File: config.mk
export PLATFORM = sky130hd
export DESIGN_NAME = staircase_gen
export DESIGN_NICKNAME = d
export VERILOG_FILES = /design/src/rtl/stair_pkg.sv /design/src/rtl/stair_tick.sv /design/src/rtl/stair_accum.sv /design/src/rtl/staircase_gen.sv
export SDC_FILE = /design/constraint.sdc
export NUM_CORES = 1
export LEC_CHECK = 0
export ABC_AREA = 1
export BUFFER_PORTS_ARGS = -buffer_cell sky130_fd_sc_hd__buf_4
export CAP_MARGIN = 20
export CORE_ASPECT_RATIO = 0.7
export CORE_UTILIZATION = 35
export CTS_CLUSTER_DIAMETER = 80
export DETAILED_ROUTE_END_ITERATION = 16
export HOLD_SLACK_MARGIN = 0.08
export PLACE_DENSITY = 0.62
export SYNTH_ARGS = -nofsm -noshare
export SYNTH_HDL_FRONTEND = slang
export SYNTH_SLANG_ARGS = --single-unit
File: constraint.sdc
create_clock -name clk -period 7.1 [get_ports clk]
set_input_delay 1.42 -clock clk [delete_from_list [all_inputs] [get_ports clk]]
set_output_delay 1.42 -clock clk [all_outputs]
set_load 0.05 [all_outputs]
File: src/rtl/stair_pkg.sv
package stair_pkg;
  parameter int unsigned STAIR_LVL_W = 16;
  parameter int unsigned STAIR_PER_W = 16;
endpackage

File: src/rtl/stair_tick.sv
module stair_tick #(
  parameter int unsigned PW = stair_pkg::STAIR_PER_W
) (
  input  logic          clk,
  input  logic          rst,
  input  logic          en,
  input  logic [PW-1:0] period_i,
  output logic          tick_o
);
  logic [PW-1:0] cnt_q;
  logic [PW-1:0] per_q;
  logic [PW-1:0] last_cnt;

  // a zero period is treated as one cycle per tick
  always_comb begin
    if (per_q == '0) last_cnt = '0;
    else             last_cnt = per_q - 1'b1;
  end

  assign tick_o = en && (cnt_q == last_cnt);

  always_ff @(posedge clk) begin
    if (rst) begin
      cnt_q <= '0;
      per_q <= period_i;
    end else if (tick_o) begin
      cnt_q <= '0;
      per_q <= period_i;
    end else if (en) begin
      cnt_q <= cnt_q + 1'b1;
    end
  end
endmodule

File: src/rtl/stair_accum.sv
module stair_accum #(
  parameter int unsigned W = stair_pkg::STAIR_LVL_W
) (
  input  logic         clk,
  input  logic         rst,
  input  logic         tick_i,
  input  logic [W-1:0] step_i,
  input  logic [W-1:0] max_i,
  output logic [W-1:0] level_o,
  output logic         wrap_o
);
  localparam int unsigned SW = W + 1;

  logic [SW-1:0] sum_w;
  logic          over_w;

  assign sum_w  = {1'b0, level_o} + {1'b0, step_i};
  assign over_w = sum_w > {1'b0, max_i};

  always_ff @(posedge clk) begin
    if (rst) begin
      level_o <= '0;
      wrap_o  <= 1'b0;
    end else if (tick_i) begin
      level_o <= over_w ? '0 : sum_w[W-1:0];
      wrap_o  <= over_w;
    end else begin
      wrap_o  <= 1'b0;
    end
  end
endmodule

File: src/rtl/staircase_gen.sv
module staircase_gen #(
  parameter int unsigned W  = stair_pkg::STAIR_LVL_W,
  parameter int unsigned PW = stair_pkg::STAIR_PER_W
) (
  input  logic          clk,
  input  logic          rst,
  input  logic          en,
  input  logic [W-1:0]  step_i,
  input  logic [W-1:0]  max_i,
  input  logic [PW-1:0] period_i,
  output logic [W-1:0]  level_o,
  output logic          wrap_o
);
  logic tick_w;

  stair_tick #(.PW(PW)) u_tick (
    .clk      (clk),
    .rst      (rst),
    .en       (en),
    .period_i (period_i),
    .tick_o   (tick_w)
  );

  stair_accum #(.W(W)) u_accum (
    .clk     (clk),
    .rst     (rst),
    .tick_i  (tick_w),
    .step_i  (step_i),
    .max_i   (max_i),
    .level_o (level_o),
    .wrap_o  (wrap_o)
  );
endmodule

# Word-level counts from Yosys, hierarchy flattened
# Cells that the tools add are included.
word_totals:
  output_inout_bits: 17
  latch_bits: 0
  regBits: 49
  romBits: 0
  wordCells: 19
  n_memories: 0
  ram_bits: 0
op_classes:
  add_sub_neg: 3
  mux: 4
  shifts: 0
  reduce_logical: 5
  magnitude_cmp: 1
  div_mod_pow: 0
  n_mul: 0
  n_eq_ne: 1
  bitwise: 1
ops:
  columns: ["op", "count"]
  rows:
  - ["$mux W16", 4]
  - ["$add A16 B16 Y17", 1]
  - ["$gt A17 B16 Y1", 1]
  - ["$add A16 B1 Y16 const B", 1]
  - ["$eq A16 B16 Y1", 1]
  - ["$logic_not A16 Y1", 1]
  - ["$sub A16 B1 Y16 const B", 1]
  - ["$reduce_or A2 Y1", 2]
  - ["$reduce_bool A2 Y1", 1]
  - ["$logic_and A1 B1 Y1", 1]
  - ["$not A1 Y1", 1]

# Logic depth before layout (Yosys ltp)
# Gate-level depths: netlist of the first run.
depth:
  ltp_word: 6
  ltp_mapped: 22
  depth_no_buf: 21

# Cells and area by module
# A second synthesis of the first run with hierarchy kept.
hier_totals:
  cells_unflattened: 625
  hier_area_um2: 4245.3
modules_own_cells:
  columns: ["mod", "seq_area_each_um2", "instances", "cells_per_inst", "area_each_um2"]
  rows:
  - ["stair_accum", 340.3, 1, 329, 2128.3]
  - ["stair_tick", 800.8, 1, 296, 2117.0]

# Worst setup path before layout of the first run
# OpenSTA, ideal clock, no wires.
synth_timing:
  path_kind: "input to register"
  start: "input port step_i[0]"
  end: "register u_accum.level_o[15]"
  arrival_ns: 4.209
  setup_slack_ns: 2.831
  required_time_ns: 7.040
  cell_stages: 19
  path_cell_list: "ha_1 fa_1 nand2_1 nand3_1 nand3_1 nand2_1 a21boi_0 o21ai_0 nand2_1 nand2_1 xor2_1 ha_1 nand4_1 nor4_1 nand3_1 nand2_1 buf_2 nand3_1 nand2_1"
synth_via:
  elab_chain_len: 3
synth_rtl:
  columns: ["item", "line", "text"]
  rows:
  - ["start, declared", "staircase_gen.sv:8", "input logic [W-1:0] step_i,"]
  - ["$add A16 B16 Y17 *", "stair_accum.sv:17", "assign sum_w = {1'b0, level_o} + {1'b0, step_i};"]
  - ["$gt A17 B16 Y1", "stair_accum.sv:18", "assign over_w = sum_w > {1'b0, max_i};"]
  - ["$mux W16 *", "stair_accum.sv:25", "level_o <= over_w ? '0 : sum_w[W-1:0];"]
  - ["end signal, assigned", "stair_accum.sv:25", null]
  - ["end, declared", "stair_accum.sv:9", "output logic [W-1:0] level_o,"]
# Mark *: on every way between the ends. The rest lies on a longest branch, timed or not.
# A chain may end at the register's enable or synchronous reset.

# Worst setup path in the final report of the first run
layout_timing:
  start: "input port step_i[0]"
  end: "register u_accum.level_o[4]"
# The elaborated chain is that of the path after synthesis.

==> results of run 1 <==
## through the flow
stage,hold WS (ns),setup slack [ns]
2_1_floorplan,0.4703,2.831
5_1_grt,0.5316,1.962
6_report,0.4989,2.363
3_3_place_gp,0.4815,2.237
4_1_cts,0.4994,2.375
3_5_place_dp,0.4898,2.102
## worst max-delay path, delay by kind of cell
| kind | cells | cell delay, ns |
|---|---|---|
| buffers and inverters | 1 | 0.11 |
| AOI/OAI and AO/OA | 3 | 0.75 |
| xor gates and xnor gates | 1 | 0.19 |
| and+or+nand+nor | 12 | 1.53 |
| adders and majority gates | 3 | 0.97 |
## per-layer routing
metal	vias up	part of all wire (%)
met5	-	0
met4	0	0.42
met3	8	7.5
met2	97	38
met1	1685	54
li1	1972	-
## cell usage in the layout, fill, tap and decap left out, drive strengths merged, types with 17 or more instances in the layout
cell	n
nand2	141
a21oi	20
buf	67
ha	34
inv	74
nand3	75
nand4	17
dfxtp	33
nor2	73
## worst max path at each step
stage | startpoint | endpoint | slack [ns] | cells past startpoint
2_1_floorplan | step_i[0] | u_accum.level_o[15]$_SDFFE_PP0P_ | 2.83 | 19
6_report | step_i[0] | u_accum.level_o[4]$_SDFFE_PP0P_ | 2.36 | 20
5_1_grt | step_i[0] | u_accum.level_o[9]$_SDFFE_PP0P_ | 1.96 | 20
4_1_cts | step_i[0] | u_accum.level_o[13]$_SDFFE_PP0P_ | 2.38 | 20
3_3_place_gp | step_i[0] | u_accum.level_o[14]$_SDFFE_PP0P_ | 2.24 | 20
3_5_place_dp | step_i[0] | u_accum.level_o[1]$_SDFFE_PP0P_ | 2.10 | 20
## power breakdown
group          total, mW  internal [mW]  leakage [nW]  switching, mW
Sequential         0.308          0.299         0.423        0.00916
Combinational      0.128         0.0534          1.76         0.0742
Clock              0.247          0.141        0.0701          0.106
## flip-flops by register name (all words and copies together) (netlist names)
register / cells
u_tick.per_q: 16
u_accum.level_o: 16
u_accum.wrap_o: 1
u_tick.cnt_q: 16
## layout make-up
class / instances / area (um^2)
Clock buffer: 7 / 142.6
Multi-Input combinational cell: 426 / 2397
Sequential cell: 49 / 1141
Tap cell: 148 / 185.2
Timing Repair Buffer: 67 / 503.0
Clock inverter: 1 / 7.507
Fill cell: 1118 / 5896
Inverter: 74 / 277.8
## kinds of logic after synthesis
| family | count (synthesis) | synth area share, % |
|---|---|---|
| AND/OR/NAND/NOR | 325 | 38.72 |
| buffers and inverters | 82 | 8.685 |
| flip-flops | 49 | 29.45 |
| AO/OA/AOI/OAI | 43 | 6.425 |
| adder cells (fa/ha/maj) | 35 | 11.50 |
| XOR/XNOR | 22 | 4.972 |
| multiplexers | 1 | 0.2583 |
==> impl_results.md, run 1 <==
* Run status: completed
* Pwr Total at about 0.7 mW
* DP Wirelength at ~8600 um
* Worst slew margin at 53.74%
* Core outline area at between 0.01 and 0.015 mm^2
* Post-route ant nets at 0
* N_diodes at 0
* DR vias at around 3800
* Gr usage total at between 10% and 20%
* Initial antenna violation count at 0
* Max-cap viol count at 0
* Synth warn at 0
* CP cell instances: buf_4, ha_1, fa_1, nand2_1, nand3_1, nand3_1, nand2_1, a21boi_0, o21ai_0, xor2_1, ha_1, nand2_1, nor2_1, a211oi_1, nor2_1, nor2_1, nand3_1, nand2_1, nand3_1, nand2_1
* Worst Hold Class: reg2reg
* # hold bufs at CTS at 0
* Largest area contributor in the netlist: dfxtp_1
* DP Cell Count at roughly 760
* CTS Buffer Depth at 2
* Clock Pin Slew Worst Setup and Hold Paths at 0.07 ns
* CTS root buf: clkbuf_16
* Die width at around 130 um
* Num CTS Buffers at 5
* Top post-synthesis cells by area: dfxtp_1 (17%), nand2_1 (13%), edfxtp_1 (12%), ha_1 (11%), nand3_1 (9.0%)
* Most used DFF post-synth: dfxtp_1
* Flop2flop setup slack at 3.26 ns
* Max Slew Vio Count at 0
* Critical path type: in2reg
* Crit-path most repeated cell: nand2_1
* CTS sink cnt at ~50
* Setup TNS at 0 ns
* Final Hold Vio Count at 0
* R2R depth at 19
* CP Data Required Time at 7.34 ns
* Worst Skew at between 0.007 and 0.008 ns
* Gpl congestion at between 0.9 and 1
* Minimum clock period at approximately 4.7 ns
* Register area share after synthesis at between 20% and 30%
* Site row count at 31
* WL final at between 10000 and 15000 um
* Async SR Flop Fraction at 0%
* Peak VDD IR at ~0.085 mV
* R2r endpoint: u_accum.level_o[4]$_SDFFE_PP0P_
* Library cells used by synthesis at 40
* Hold path start: u_accum.level_o[5]$_SDFFE_PP0P_
* Io pins at between 60 and 70
* Placed instance area at 0.004504 mm^2
* CTS tree: done
* P per Cell Area at approximately 150 mW/mm^2
* Area Growth Syn to Fin at 20.12%
* Mapped Cells at about 560
* Starting Density at ~37%
* Worst Tran Pin Value at roughly 0.7 ns
* Mapped Avg Cell Area at ~7.0 um^2
* DRC violations left at 0
* Met1 GRT Util at between 20% and 30%
* Die height at 90.04 um
* Grt peak-use layer: met1
* NumNets Final at about 710
* Skew-Pair Late Insertion Delay at just under 0.3 ns
* Syn_nets at 643
* DRT Pass-1 Iters at 5
* Post-Route Utilization at between 40% and 50%
* Setup violators final at 0
* Share of layout cells above drive strength 1 at around 16%
* Static leakage at between 2 and 2.5 nW
* Input/output buffers at 67
* DRT iter0 DRCs at 234
* GRT overflow at 0
* Max Clk Rate at between 200 and 250 MHz
* WHS Path Cells at 2
* Yosys top cell area share at between 15 and 20%
* Global-route wire length before repair at 17020 um
* RSZ-0062 raised after global routing: no
* Critical Path Sink Type: flip-flop
* # H-tree levels at 2
* Final period utilization at 66.72%
* Syn Std Cell Area at about 0.0039 mm^2
* EDFF count, synth at 16
* Hold-critical path endpoint: u_accum.level_o[5]$_SDFFE_PP0P_
* CP arrival at about 5 ns
* CP Max Fanout at 17
* Worst reg2reg path startpoint: u_accum.level_o[0]$_SDFFE_PP0P_
* Setup bufs post-CTS at 0
* CP startpoint kind: input pin
* WL per Instance at around 13 um
* Fin cells at slightly below 800
* Fin area at 0.004654 mm^2
* Largest net degree at the start of global routing at 33
* Count leader, synth: nand2_1
* Synth top cells by count: nand2_1 (138), inv_1 (73), nand3_1 (70)
* #FFs+latches synth at between 40 and 50
* CTS resizes at 0
* Vias in the first global route at between 3000 and 4000
* Crit path largest cell delay at approximately 0.46 ns
* Via density at about 4.9
* DIE AREA at ~0.012 mm^2
* Slowest-stage cell, CP: nand2_1
* Met2 global-route usage at about a quarter
* Met3 Use GR at approximately 5.1%
(Power assumes the default switching activity.)
==> run 2, diff against run 1 <==
--- a/config.mk
+++ b/config.mk
@@ -13,7 +13,7 @@
 export CTS_CLUSTER_DIAMETER = 80
 export DETAILED_ROUTE_END_ITERATION = 16
 export HOLD_SLACK_MARGIN = 0.08
-export PLACE_DENSITY = 0.62
+export PLACE_DENSITY = 0.64
 export SYNTH_ARGS = -nofsm -noshare
 export SYNTH_HDL_FRONTEND = slang
 export SYNTH_SLANG_ARGS = --single-unit
==> constraint.sdc (replaced) <==
create_clock -name clk -period 3.95 [get_ports clk]
set_input_delay 0.79 -clock clk [delete_from_list [all_inputs] [get_ports clk]]
set_output_delay 0.79 -clock clk [all_outputs]
set_load 0.05 [all_outputs]
==> impl_results.md, run 2 (synthesis gave the netlist of run 1 again) <==
* Max Slew Vio Count at 0 (unchanged)
* Worst Hold Class: reg2reg (unchanged)
* CTS sink cnt at 49 (unchanged)
* DP Cell Count at 767 (was 764)
* Minimum clock period at ~3.5 ns
* Fin cells at 775 (was 772)
* Run status: completed (unchanged)
* CP Max Fanout at 17 (unchanged)
* DRC violations left at 0 (unchanged)
* Most common cell after layout, fill and taps aside: nand2_1 (unchanged)
* Critical path type: in2reg (unchanged)
* Num CTS Buffers at 5 (unchanged)
* Static leakage at 2.285 nW (was 2.258 nW)
* Vias in the first global route at 3466 (was 3474)
* Hold_ws at 0.4993 ns (was 0.4989 ns)
* DP Wirelength at 8444 um (was 8574 um)
* Gr usage total at 18.14% (was 18.65%)
* DRT Pass-1 Iters at 6 (was 5)
* WL per Instance at 13.27 um (was 13.48 um)
* Gpl congestion at 0.8923 (was 0.9131)
* WL final at 10280 um (was 10410 um)
* Io pins at 68 (unchanged)
* Most frequent cells in the layout: nand2_1 (138), inv_1 (73), nand3_1 (70), buf_4 (69), nor2_1 (63) (was nand2_1 (138), inv_1 (73), nand3_1 (70), buf_4 (67), nor2_1 (63))
* Largest regs: u_accum.level_o: 16 flops, u_tick.cnt_q: 16 flops, u_tick.per_q: 16 flops (unchanged)
* WHS Path Cells at 2 (unchanged)
* Post-route ant nets at 0 (unchanged)
* Skew-Pair Late Insertion Delay at 0.29 ns (about the same)
* Setup bufs post-CTS at 0 (unchanged)
* R2R depth at 16 (was 19)
* DIE AREA at 0.01150 mm^2 (unchanged)
* CP arrival at 3.78 ns (was 4.98 ns)
* CTS root buf: clkbuf_16 (unchanged)
* GRT overflow at 0 (unchanged)
* Flop2flop setup slack at 0.68 ns (was 3.26 ns)
* Worst Tran Pin Value at 0.7007 ns (was 0.6915 ns)
* Final period utilization at 89.60%
* Pwr Total at 1.276 mW (was 0.6822 mW)
* Setup violators final at 0 (unchanged)
* DRT iter0 DRCs at 182 (was 234)
* Share of layout cells above drive strength 1 at 15.95% (was 15.54%)
* Post-Route Utilization at 44.60% (was 44.12%)
* CTS Buffer Depth at 2 (unchanged)
* Area Growth Syn to Fin at 21.44% (was 20.12%)
* CTS tree: done (unchanged)
* DR vias at 3775 (was 3762)
* Largest net degree at the start of global routing at 33 (unchanged)
* Starting Density at 36.73% (unchanged)
* Critical Path Sink Type: flip-flop (unchanged)
* N_diodes at 0 (unchanged)
* # hold bufs at CTS at 0 (unchanged)
* Clock Pin Slew Worst Setup and Hold Paths at 0.07 ns (about the same)
* CP startpoint kind: input pin (unchanged)
* Via density at 4.871 (was 4.873)
* NumNets Final at 712 (was 709)
* Worst Skew at 0.004735 ns (was 0.007192 ns)
* Worst slew margin at 53.12% (was 53.74%)
* Input/output buffers at 67 (unchanged)
* Die height at 90.04 um (unchanged)
* Initial antenna violation count at 0 (unchanged)
* Max Clk Rate at roughly 280 MHz
* Setup TNS at 0 ns (unchanged)
* CP Data Required Time at 4.19 ns (was 7.34 ns)
* RSZ-0062 raised after global routing: no (unchanged)
* P per Cell Area at 271.1 mW/mm^2 (was 146.6 mW/mm^2)
* Final Hold Vio Count at 0 (unchanged)
* # H-tree levels at 2 (unchanged)
* Global-route wire length before repair at 16710 um (was 17020 um)
* Core outline area at 0.01055 mm^2 (unchanged)
* Max-cap viol count at 0 (unchanged)
* Site row count at 31 (unchanged)
* Peak VDD IR at 0.1543 mV (was 0.08510 mV)
* Die width at 127.8 um (unchanged)
run 2: cell count changes in the layout (fill, tap and decap cells not counted), sizes merged:
cell | previous run | this run
clkbuf | 7 | 5
buf | 67 | 70
bufinv | 0 | 1
clkinv | 0 | 1
run 2: what timing repair did:
action / 4_1_cts / 5_1_grt
gates resized for setup: 0 / 1
hold endpoints to repair: 0 / 0
setup endpoints to repair: 0 / 8
run 2: final timing paths:
check | start | endpoint
worst min-delay path | u_accum.level_o[7]$_SDFFE_PP0P_ | u_accum.level_o[7]$_SDFFE_PP0P_
worst max register to register | u_accum.level_o[4]$_SDFFE_PP0P_ | u_accum.level_o[10]$_SDFFE_PP0P_
worst min register to register | u_accum.level_o[7]$_SDFFE_PP0P_ | u_accum.level_o[7]$_SDFFE_PP0P_
worst max-delay path | step_i[4] | u_accum.level_o[10]$_SDFFE_PP0P_
run 2: area by class of cell:
| cell class | count | area, um^2 |
|---|---|---|
| fillers | 1095 | 5844 |
| multi-input cells | 426 | 2397 |
| flip-flops and latches | 49 | 1141 |
| repair buffers | 70 | 538.0 |
| inverters | 74 | 277.8 |
| well taps | 148 | 185.2 |
| clock buffers | 5 | 125.1 |
| clock inverters | 3 | 41.29 |
run 2: critical path: stages:
cell,delay (ns)
buf_4,0.12
ha_1,0.32
inv_1,0.08
o21bai_1,0.17
a21oi_1,0.11
o211ai_1,0.42
a21oi_1,0.15
xnor2_1,0.39
ha_1,0.35
inv_1,0.07
o2111ai_1,0.13
nor2_1,0.14
nand3_1,0.08
nand2_1,0.10
buf_12,0.16
nand3_1,0.09
nand2_1,0.08
run 2: report_power, final:
group / internal (mW) / switching, mW
registers: 0.537 / 0.0167
clock network: 0.297 / 0.191
logic: 0.101 / 0.133
run 2: metal layers:
metal,GRT usage (%),wire [um]
met1,28.18,5636
met3,3.452,461
met4,2.647,46
met2,25.91,4138
met5,0,0
run 2: stage by stage:
step,cell area (um^2),worst slack [ns]
after floorplan,3875,0.3110
after global placement,4539,0.1402
after detailed placement,4539,0.07596
after CTS,4706,0.3547
after global routing,4706,0.09413
final,4706,0.4108
==> run 3, diff against run 2 <==
--- a/config.mk
+++ b/config.mk
@@ -12,6 +12,7 @@
 export CORE_UTILIZATION = 35
 export CTS_CLUSTER_DIAMETER = 80
 export DETAILED_ROUTE_END_ITERATION = 16
+export GPL_TIMING_DRIVEN = 0
 export HOLD_SLACK_MARGIN = 0.08
 export PLACE_DENSITY = 0.64
 export SYNTH_ARGS = -nofsm -noshare
==> impl_results.md, run 3 (synthesis gave the netlist of run 1 again) <==
* GRT overflow at 0 (unchanged)
* Largest net degree at the start of global routing at 26 (was 33)
* WHS Path Cells at 2 (unchanged)
* CTS root buf: clkbuf_16 (unchanged)
* Largest regs: u_accum.level_o: 16 flops, u_tick.cnt_q: 16 flops, u_tick.per_q: 16 flops (unchanged)
* Delay-heaviest family, CP: simple AND/OR/NAND/NOR gates (was compound AO/OA/AOI/OAI gates)
* Final Hold Vio Count at 0 (unchanged)
* Worst Tran Pin Value at 0.5673 ns (was 0.7007 ns)
* DRT Pass-1 Iters at 5 (was 6)
* Worst reg2reg path startpoint: u_accum.level_o[0]$_SDFFE_PP0P_ (was u_accum.level_o[4]$_SDFFE_PP0P_)
* Clock Pin Slew Worst Setup and Hold Paths at 0.07 ns (about the same)
* NumNets Final at 718 (was 712)
* Crit path largest cell delay at 0.41 ns (was 0.42 ns)
* CP cell instances: buf_4, ha_1, fa_1, nand2_1, nand3_1, nand3_1, nand2_1, a21boi_2, o21ai_1, xor2_1, buf_4, ha_1, nand2_1, nor2_1, a211oi_1, nor2_1, nor2_1, nand3_2, nand2_2, nand3_1, nand2_1 (was buf_4, ha_1, inv_1, o21bai_1, a21oi_1, o211ai_1, a21oi_1, xnor2_1, ha_1, inv_1, o2111ai_1, nor2_1, nand3_1, nand2_1, buf_12, nand3_1, nand2_1)
* WL final at 10050 um (was 10280 um)
* Vias in the first global route at 3303 (was 3466)
* CP startpoint kind: input pin (unchanged)
* CTS tree: done (unchanged)
* Hold_ws at 0.5059 ns (was 0.4993 ns)
* Setup violators final at 0 (unchanged)
* DR vias at 3790 (was 3775)
* CP Data Required Time at 4.19 ns (about the same)
* Worst Skew at 0.01368 ns (was 0.004735 ns)
* Global-route wire length before repair at 16060 um (was 16710 um)
* CP arrival at 4.03 ns (was 3.78 ns)
* Share of layout cells above drive strength 1 at 17.38% (was 15.95%)
* Combinational group share of total power at 19.4% (was 18.4%)
* Hold path start: u_accum.level_o[15]$_SDFFE_PP0P_ (was u_accum.level_o[7]$_SDFFE_PP0P_)
* Skew-Pair Late Insertion Delay at 0.30 ns (was 0.29 ns)
* Area Growth Syn to Fin at 22.73% (was 21.44%)
* DIE AREA at 0.01150 mm^2 (unchanged)
* Gpl congestion at 0.9147 (was 0.8923)
* Worst slew margin at 62.18% (was 53.12%)
* Most frequent cells in the layout: nand2_1 (137), inv_1 (73), nand3_1 (68), buf_4 (68), nor2_1 (63) (was nand2_1 (138), inv_1 (73), nand3_1 (70), buf_4 (69), nor2_1 (63))
* Max-cap viol count at 0 (unchanged)
* Minimum clock period at 3.796 ns (was 3.539 ns)
* Flop2flop setup slack at 0.43 ns (was 0.68 ns)
* DP Wirelength at 8086 um (was 8444 um)
* Placed instance area at 0.004556 mm^2 (was 0.004539 mm^2)
* Input/output buffers at 66 (was 67)
* N_diodes at 0 (unchanged)
* Starting Density at 36.73% (unchanged)
* Initial antenna violation count at 0 (unchanged)
* # hold bufs at CTS at 0 (unchanged)
* DRC violations left at 0 (unchanged)
* Run status: completed (unchanged)
* Site row count at 31 (unchanged)
* Clock power frac at 35.1% (was 38.2%)
* Static leakage at 2.300 nW (was 2.285 nW)
* Most common cell after layout, fill and taps aside: nand2_1 (unchanged)
* Final period utilization at 96.11% (was 89.60%)
* # H-tree levels at 2 (unchanged)
* P_int at 0.8715 mW (was 0.9352 mW)
* Fin area at 0.004756 mm^2 (was 0.004706 mm^2)
* Slowest-stage cell, CP: fa_1 (was o211ai_1)
* Sequential share of power at 45.4% (was 43.4%)
* Max Slew Vio Count at 0 (unchanged)
* RSZ-0062 raised after global routing: no (unchanged)
* Core outline area at 0.01055 mm^2 (unchanged)
* Io pins at 68 (unchanged)
* Critical Path Sink Type: flip-flop (unchanged)
* Via density at 4.853 (was 4.871)
* Worst Hold Class: reg2reg (unchanged)
* Peak VDD IR at 0.1654 mV (was 0.1543 mV)
* Hold-critical path endpoint: u_accum.level_o[15]$_SDFFE_PP0P_ (was u_accum.level_o[7]$_SDFFE_PP0P_)
* Die width at 127.8 um (unchanged)
* Die height at 90.04 um (unchanged)
* P per Cell Area at 255.9 mW/mm^2 (was 271.1 mW/mm^2)
* Crit-path most repeated cell: nand2_1
* CTS Buffer Depth at 2 (unchanged)
* Post-route ant nets at 0 (unchanged)
* Max Clk Rate at 263.4 MHz (was 282.5 MHz)
* R2R depth at 20 (was 16)
* CTS sink cnt at 49 (unchanged)
* Critical path type: in2reg (unchanged)
* Gr usage total at 17.48% (was 18.14%)
* Pwr Total at 1.217 mW (was 1.276 mW)
* Sw Share at 28.40% (was 26.69%)
* WL per Instance at 12.87 um (was 13.27 um)
* R2r endpoint: u_accum.level_o[7]$_SDFFE_PP0P_ (was u_accum.level_o[10]$_SDFFE_PP0P_)
* CP Max Fanout at 4 (was 17)
* Worst path bufs/invs at 2 (was 4)
* Net Sw Power at 0.3457 mW (was 0.3405 mW)
* Num CTS Buffers at 5 (unchanged)
* DRT iter0 DRCs at 269 (was 182)
==> run 3: cell count changes in the layout (fill, tap and decap cells not counted), moves of 2 or more <==
| cell | previous run | this run |
|---|---|---|
| nand3_2 | 4 | 6 |
| nand2_4 | 1 | 3 |
| buf_6 | 0 | 3 |
| nand3_1 | 70 | 68 |
==> run 3: worst max-delay path by stage <==
stage,startpoint,endpoint,slack [ns],cells past startpoint
finish,step_i[0],u_accum.level_o[7]$_SDFFE_PP0P_,0.15,21
CTS,step_i[0],u_accum.level_o[2]$_SDFFE_PP0P_,0.07,21
global placement,step_i[0],u_accum.level_o[15]$_SDFFE_PP0P_,-0.56,21
global route,step_i[0],u_accum.level_o[3]$_SDFFE_PP0P_,0.01,20
detailed placement,step_i[0],u_accum.level_o[2]$_SDFFE_PP0P_,-0.54,21
floorplan,step_i[0],u_accum.level_o[15]$_SDFFE_PP0P_,0.31,19
==> run 3: layout make-up <==
cell class	instances	area, um^2
sequential	49	1141
multi-input combinational	428	2450
fill	1074	5794
tap	148	185.2
buffer	7	53.80
clock buffer	5	125.1
timing repair buffer	67	503.0
inverter	74	277.8
clock inverter	3	20.02
==> run 3: tightest hold or removal path, cell delays in order (launching register included) <==
cell and delay, ns:
dfxtp_1 0.33, nand3_1 0.08, nand2_1 0.05
==> run 3: repair_timing <==
action | CTS | global route
pin swaps | 1 | 1
endpoints found under the setup margin | 10 | 17
cloned | 0 | 2
buffers inserted | 1 | 0
resized for setup | 3 | 7
==> run 3: power by group through the flow <==
stage,sequential (mW),combinational [mW],clock [mW]
global placement,0.564,0.222,0
floorplan,0.560,0.147,0
global route,0.555,0.265,0.464
finish,0.553,0.237,0.428
detailed placement,0.564,0.224,0
CTS,0.553,0.226,0.442
==> run 3: per-stage QoR <==
step / setup WS (ns) / utilization, % / TNS (ns) / instances
5_1_grt: 0.01346 / 45.08 / 0 / 781
3_3_place_gp: -0.5608 / 43.18 / -7.329 / 771
3_5_place_dp: -0.5392 / 43.18 / -6.896 / 771
4_1_cts: 0.07425 / 44.68 / 0 / 779
6_report: 0.1536 / 45.08 / 0 / 781
2_1_floorplan: 0.3110 / - / 0 / 557
==> run 3: metal layers <==
layer / global-route usage, % / part of all wire (%) / up-vias
li1: - / - / 1992
met2: 24.41 / 39 / 100
met1: 27.08 / 54 / 1694
met5: 0 / 0 / -
met3: 3.571 / 5.7 / 4
met4: 3.529 / 0.52 / 0
